--- src/rtl/pwm_timer_pkg.sv ---
// Shared types for the PWM timer: edge selector codes and run-state encoding.
package pwm_timer_pkg;

    typedef enum logic [1:0] {
        EDGE_NONE = 2'b00,
        EDGE_RISE = 2'b01,
        EDGE_FALL = 2'b10,
        EDGE_BOTH = 2'b11
    } edge_sel_e;

    typedef enum logic [1:0] {
        RS_IDLE  = 2'b00,
        RS_ARMED = 2'b01,
        RS_RUN   = 2'b10
    } run_state_e;

endpackage

--- src/rtl/pwm_start_ctl.sv ---
// Start control: decides when the counter first loads its start value.
// Assumes en is a level. Load happens in the first enabled cycle, or in the
// first cycle trig is high when the trigger wait is selected.
module pwm_start_ctl
    import pwm_timer_pkg::*;
(
    input  logic clk,
    input  logic rst_n,
    input  logic en,
    input  logic wait_trig,
    input  logic trig,
    output logic load,
    output logic running
);

    run_state_e state_q, state_d;

    // Load request: enabled, not yet running, trigger condition met.
    always_comb begin
        load = en && (state_q != RS_RUN) && (!wait_trig || trig);
    end

    // Next-state selection.
    always_comb begin
        state_d = state_q;
        if (!en) begin
            state_d = RS_IDLE;
        end else if (load) begin
            state_d = RS_RUN;
        end else if (state_q == RS_IDLE) begin
            state_d = RS_ARMED;
        end
    end

    // State register.
    always_ff @(posedge clk) begin
        if (!rst_n) begin
            state_q <= RS_IDLE;
        end else begin
            state_q <= state_d;
        end
    end

    assign running = (state_q == RS_RUN);

endmodule

--- src/rtl/pwm_down_counter.sv ---
// Down counter and uninverted waveform register.
// Assumes load is only raised when not already running. While disabled the
// count holds and the level is forced low.
module pwm_down_counter #(
    parameter int CNT_W = 24
) (
    input  logic             clk,
    input  logic             rst_n,
    input  logic             en,
    input  logic             load,
    input  logic             running,
    input  logic [CNT_W-1:0] start_val,
    input  logic [CNT_W-1:0] match_val,
    output logic [CNT_W-1:0] cnt,
    output logic             raw
);

    logic [CNT_W-1:0] cnt_nx;
    logic             raw_nx;

    // Next count: start on load or after zero, otherwise decrement.
    always_comb begin
        if (load || (cnt == '0)) begin
            cnt_nx = start_val;
        end else begin
            cnt_nx = cnt - 1'b1;
        end
    end

    // Next level: start value wins over match, else the level holds.
    always_comb begin
        if (cnt_nx == start_val) begin
            raw_nx = 1'b1;
        end else if (cnt_nx == match_val) begin
            raw_nx = 1'b0;
        end else begin
            raw_nx = raw;
        end
    end

    // Counter and level registers.
    always_ff @(posedge clk) begin
        if (!rst_n) begin
            cnt <= '0;
            raw <= 1'b0;
        end else if (!en) begin
            raw <= 1'b0;
        end else if (load || running) begin
            cnt <= cnt_nx;
            raw <= raw_nx;
        end
    end

endmodule

--- src/rtl/pwm_edge_irq.sv ---
// Edge detector and sticky interrupt flag on the uninverted level.
// Assumes raw is registered. A flag set takes priority over a same-cycle clear.
module pwm_edge_irq
    import pwm_timer_pkg::*;
(
    input  logic       clk,
    input  logic       rst_n,
    input  logic       raw,
    input  logic       irq_en,
    input  logic [1:0] edge_sel,
    input  logic       int_clr,
    output logic       irq
);

    logic raw_q;
    logic rise, fall, hit;

    // Qualify the edge against the selector.
    always_comb begin
        rise = raw && !raw_q;
        fall = !raw && raw_q;
        hit  = irq_en
            && ((rise && edge_sel[0] && (edge_sel != EDGE_NONE))
             || (fall && edge_sel[1]));
    end

    // Delayed level and sticky flag.
    always_ff @(posedge clk) begin
        if (!rst_n) begin
            raw_q <= 1'b0;
            irq   <= 1'b0;
        end else begin
            raw_q <= raw;
            if (hit) begin
                irq <= 1'b1;
            end else if (int_clr) begin
                irq <= 1'b0;
            end
        end
    end

endmodule

--- src/rtl/pwm_timer.sv ---
// Top of the down-counting PWM timer. Joins the start control, the counter
// and the interrupt flag, and applies the output polarity.
// Assumes start and match values change only while en is low.
module pwm_timer #(
    parameter int LO_W  = 16,
    parameter int PRE_W = 8
) (
    input  logic                  clk,
    input  logic                  rst_n,
    input  logic                  en,
    input  logic [LO_W-1:0]       start_lo,
    input  logic [PRE_W-1:0]      start_pre,
    input  logic [LO_W-1:0]       match_lo,
    input  logic [PRE_W-1:0]      match_pre,
    input  logic                  invert,
    input  logic                  wait_trig,
    input  logic                  trig,
    input  logic                  irq_en,
    input  logic [1:0]            edge_sel,
    input  logic                  int_clr,
    output logic                  pwm_out,
    output logic [LO_W+PRE_W-1:0] count,
    output logic                  irq
);

    localparam int CNT_W = LO_W + PRE_W;

    logic [CNT_W-1:0] start_full;
    logic [CNT_W-1:0] match_full;
    logic             load;
    logic             running;
    logic             raw;

    assign start_full = {start_pre, start_lo};
    assign match_full = {match_pre, match_lo};

    pwm_start_ctl u_start (
        .clk       (clk),
        .rst_n     (rst_n),
        .en        (en),
        .wait_trig (wait_trig),
        .trig      (trig),
        .load      (load),
        .running   (running)
    );

    pwm_down_counter #(.CNT_W(CNT_W)) u_cnt (
        .clk       (clk),
        .rst_n     (rst_n),
        .en        (en),
        .load      (load),
        .running   (running),
        .start_val (start_full),
        .match_val (match_full),
        .cnt       (count),
        .raw       (raw)
    );

    pwm_edge_irq u_irq (
        .clk      (clk),
        .rst_n    (rst_n),
        .raw      (raw),
        .irq_en   (irq_en),
        .edge_sel (edge_sel),
        .int_clr  (int_clr),
        .irq      (irq)
    );

    assign pwm_out = raw ^ invert;

endmodule

--- config.mk ---
export PLATFORM = sky130hd
export DESIGN_NAME = pwm_timer
export DESIGN_NICKNAME = d
export VERILOG_FILES = /design/src/rtl/pwm_timer_pkg.sv /design/src/rtl/pwm_start_ctl.sv /design/src/rtl/pwm_down_counter.sv /design/src/rtl/pwm_edge_irq.sv /design/src/rtl/pwm_timer.sv
export SDC_FILE = /design/constraint.sdc
export NUM_CORES = 1
export LEC_CHECK = 0
export CORE_MARGIN = 5
export CORE_UTILIZATION = 47
export DETAILED_ROUTE_END_ITERATION = 6
export GPL_ROUTABILITY_DRIVEN = 0
export PLACE_DENSITY = 0.76
export SETUP_SLACK_MARGIN = 0.3
export SLEW_MARGIN = 20
export SYNTH_ARGS = -nofsm -noshare
export SYNTH_HDL_FRONTEND = slang
export SYNTH_SLANG_ARGS = --single-unit
export TNS_END_PERCENT = 1
--- constraint.sdc ---
create_clock -name clk -period 3.1 [get_ports clk]
set_input_delay 0.62 -clock clk [delete_from_list [all_inputs] [get_ports clk]]
set_output_delay 0.62 -clock clk [all_outputs]
set_load 0.02 [all_outputs]
# After elaboration in Yosys (flattened, before gate mapping)
# Index checks and enable logic that the tools add are counted.
# classes
multipliers	0
n_shift	0
eq_ne	4
mux	7
n_reduce_logical	25
n_addsub	1
magnitude_cmp	0
n_bitwise	3
div_mod_pow	0
# ops
operator	count
$eq 24x24->1	2
$logic_not 24->1	1
$mux 24	1
$sub 24x1->24 const B	1
$logic_and 1x1->1	8
$reduce_bool 2->1	4
$reduce_and 2->1	3
$logic_or 1x1->1	4
$mux 1	4
$mux 2	2
$logic_not 1->1	3
$reduce_or 3->1	1
$eq 2x2->1 const B	1
$logic_not 2->1	1
$ne 2x2->1 const B	1
$not 1->1	2
$xor 1x1->1	1
# word_totals
latchBits	0
wordCells	46
regBits	29
n_memories	0
mem_bits_ro	0
output_inout_bits	26
inputBits	58
ram_bits	0

# Longest topological paths before layout
# logic_depth
depth_word	8
mapped_depth	12
mapped_depth_nobuf	10

# Hierarchy
# A second synthesis with hierarchy kept.
# hier_totals
cells_unflattened	435
hier_area_um2	3219.3
# by_module_without_submodules
mod	cells_per_inst	instances	area_each_um2	seq_area_each_um2
pwm_down_counter	418	1	3042.9	500.5
pwm_start_ctl	8	1	87.6	40.0
pwm_edge_irq	8	1	80.1	40.0
pwm_timer	1	1	8.8	0.0

# Worst setup path before layout
# Ideal clock, no wire load.
# synth_timing
path_type	reg-to-reg
start	reg u_cnt.cnt[0]
end	reg u_cnt.raw
setup_time_ps	123
t_required_ps	2977
slack_ps	29
arrival_time_ps	2948
path_buffers	2
period_less_slack_ps	3071
stages_incl_launch_ff	13
cell_sequence	dfxtp_1 -> inv_1 -> ha_1 -> or4b_2 -> or3_4 -> o21a_1 -> buf_6 -> buf_6 -> nor2_2 -> a2bb2oi_1 -> a2111o_1 -> nor4_1 -> o21ai_0
# synth_between
elab_chain_cells	6
word_cells_on_any_way	9
classes_between	add/sub (1); eq/ne (2); mux (2); reduce/logical (4)
# synth_lines
item	line	source
start, declared	pwm_down_counter.sv:14	output logic [CNT_W-1:0] cnt,
start signal, assigned	pwm_down_counter.sv:49	cnt <= cnt_nx;
branches (longest 2 deep; another with $sub 24x1->24)	n/a	
$mux 24 *	pwm_down_counter.sv:23	if (load || (cnt == '0)) begin
$eq 24x24->1, on equally long branches	pwm_down_counter.sv:34, pwm_down_counter.sv:32	
$reduce_bool 2->1 (no line)	n/a	
$reduce_and 2->1 (no line)	n/a	
end signal, assigned	pwm_down_counter.sv:50	raw <= raw_nx;
end, declared	pwm_down_counter.sv:15	output logic raw
# Every way passes the cells marked *.
# A chain may end at the register's enable or synchronous reset.

# Worst setup path after layout
# Same ends and word-level chain as after synthesis.

==> metrics.txt <==
CTS Root Cell clkbuf_8; Clk pwr share 0.147; Clock Path Buffers 2; #FFs+latches synth 29; CTS H-Tree Depth 2; crit path kind reg -> reg; cell with the most instances after synthesis nand2_1; final worst path period need 2.90 ns; YS warnings 0; slew margin rel. 0.613; Async SR Flop Fraction 0; port buffer count a little over 80; part of the Yosys area used for sequential elements 0.163; Worst-Margin Slew 0.577 ns; Arrival @ worst endpoint 3.13 ns; EDFF count, synth 0; Lkg Pwr around 2.1 nW; Seq pwr share 0.136; synth top area cells dfxtp_1 16%, xnor2_1 6.4%, xnor3_1 5.1%; required time of the worst setup path 3.33 ns; vias per cell 6.63; fraction of layout cells with a size suffix above 1 0.209; area grow syn2layout 48.3%; CTS tree built; Peak Freq 345 MHz; pin count of the biggest net entering global routing 27; Power Dens Cells 638 nW/um^2; Synth top area share 0.163; Worst-path clk slew 0.08 ns; Net Count, Synth around 540; DRT antenna net count 0; post-synth top area cell dfxtp_1; Area after DPL 4840 sq um; first-pass GRT wire length 23700 um; critical path fanouts, max 12; Post-DP HPWL 10800 um; RSZ-0062 raised after global routing yes; clock sinks 29; Final #Nets 675; DIE WIDTH 97.0 um; P_int 1.84 mW; Post-Synthesis Cell Area ~3600 sq um; synthesized instance count 482; initial core utilization 0.488; global-route congestion overflow total 0; Tot GR Track Use 0.310; Num CTS Buffers 5; final setup TNS 0 ns; vias in the first global route 4568; I/O pin count 84; Yosys cell types 67; row count 31; design area 5270 sq um; failing checks design-rule violations; First DRT Iteration DRCs 794; first-pass iteration count of the detailed router 7; ys flop type dfxtp_1; Comb power frac 0.717; die area 9410 sq um; switching pwr between 1.5 and 2 mW; final setup margin a little over 0.2 ns; # diodes 0; Final Hold Viols 0; max-cap violations 0; Die H 97.0 um; Worst-Skew Late Latency about 0.3 ns; pre-CTS setup slack -0.0521 ns; status finished with violations; fin crit share 0.934; Total Power Consumption between 3 and 4 mW; drt drc ~110; skew final 0.0177 ns; Max IR drop VDD 385 uV; worst hold path type reg -> reg; Total Wirelength between 15000 and 20000 um; initial antenna violation count 0; Post-synth top cells 39 x nand2_1, 32 x o21ai_0, 30 x a21oi_1, 29 x dfxtp_1, 27 x nor2_1; final setup fails 0; final max-slew violation count 0; Net Sw Frac 0.451; drt wl/cell 21.5 um; CORE AREA between 7000 and 8000 sq um; CP Launch Type register; worst hold slack between 0.4 and 0.5 ns; CP Capture Type register; Avg Inst Size Synth 7.38 sq um; vias 4738
## state kept, by name, indices dropped and copies added (netlist names)
signal	count
u_cnt.raw	1
u_start.state_q	2
u_irq.raw_q	1
u_irq.irq	1
u_cnt.cnt	24
## final cells by class
type                            instances  area, sq um
Clock buffer                            5         68.8
Clock inverter                          3         65.1
Fill cell                             594         2020
Inverter                               24         90.1
Multi-Input combinational cell        394         2850
Sequential cell                        29          594
Tap cell                               99          124
Timing Repair Buffer                  161         1480
## metal layers
metal,GRT usage,share of wire,vias up
li1,-,-,2051
met5,0,0,-
met1,0.375,0.37,2153
met3,0.0763,0.12,125
met2,0.493,0.43,409
met4,0.187,0.075,0
## layout by cell type, fill, tap and decap left out, types with 5 or more instances in the layout
cell / n
xor2_1: 13
or3_1: 5
mux2i_1: 5
nor2b_1: 21
clkdlybuf4s50_1: 83
nand3_1: 13
nor4_1: 6
xnor3_1: 8
nor3_1: 10
nor2_1: 27
xnor2_1: 25
a31oi_1: 11
and3_1: 7
o21ai_0: 31
a21oi_1: 30
nor4_2: 6
inv_1: 22
nand4_1: 9
nand2_1: 39
and2_1: 9
clkbuf_8: 5
or4_4: 6
nand2b_1: 10
or4_1: 5
dfxtp_1: 24
o31ai_1: 6
buf_4: 71
a21boi_0: 5
## worst max-delay path, cell delays in order, from the launching register on
cell and delay (ns):
dfxtp_4 0.36, inv_2 0.07, ha_1 0.15, or4b_4 0.48
or3_4 0.38, buf_4 0.17, o21ai_4 0.32, buf_4 0.25
o21ai_0 0.12, o2111a_1 0.21, nand4_1 0.16, nor4_2 0.05
o21ai_1 0.10
## power by group through the flow
stage          Sequential (mW)  Combinational, mW  Clock (mW)
2_1_floorplan            0.517               1.24           0
3_3_place_gp             0.461               1.98           0
3_5_place_dp             0.463               2.01           0
4_1_cts                  0.454               2.25       0.491
5_1_grt                  0.462               2.51       0.519
6_report                 0.456               2.41       0.495
## final timing paths
| path | start | end | slack, ns | cells after the start |
|---|---|---|---|---|
| worst min register to register | u_start.state_q[1]$_SDFFE_PN0P_ | u_start.state_q[1]$_SDFFE_PN0P_ | 0.49 | 2 |
| worst max register to register | u_cnt.cnt[0]$_SDFFE_PN0P_ | u_cnt.raw$_SDFFE_PN0P_ | 0.20 | 12 |
| worst max-delay path | u_cnt.cnt[0]$_SDFFE_PN0P_ | u_cnt.raw$_SDFFE_PN0P_ | 0.20 | 12 |
| worst min-delay path | u_start.state_q[1]$_SDFFE_PN0P_ | u_start.state_q[1]$_SDFFE_PN0P_ | 0.49 | 2 |
## through the flow
step                cells   util
finish                715  0.723
global route          715  0.723
CTS                   713  0.717
detailed placement    687  0.664
global placement      687  0.664
floorplan             482      -
## kinds of logic (layout without fill, tap and decap cells)
group	Yosys count	in the layout	share of synthesized area
simple gates	195	195	0.314
compound gates	142	143	0.268
buf+inv	60	193	0.0774
xor+xnor	48	48	0.153
flops	29	29	0.163
mux	6	6	0.0172
fa+ha+maj	2	2	0.00704
## what timing repair did
item | in CTS | in global routing
resized for setup | 23 | 3
hold buffers | 0 | 0
buffers inserted | 16 | 2
cloned | 2 | 0
setup endpoints to repair | 4 | 3
pin swaps | 10 | 3
(Power assumes the default switching activity.)
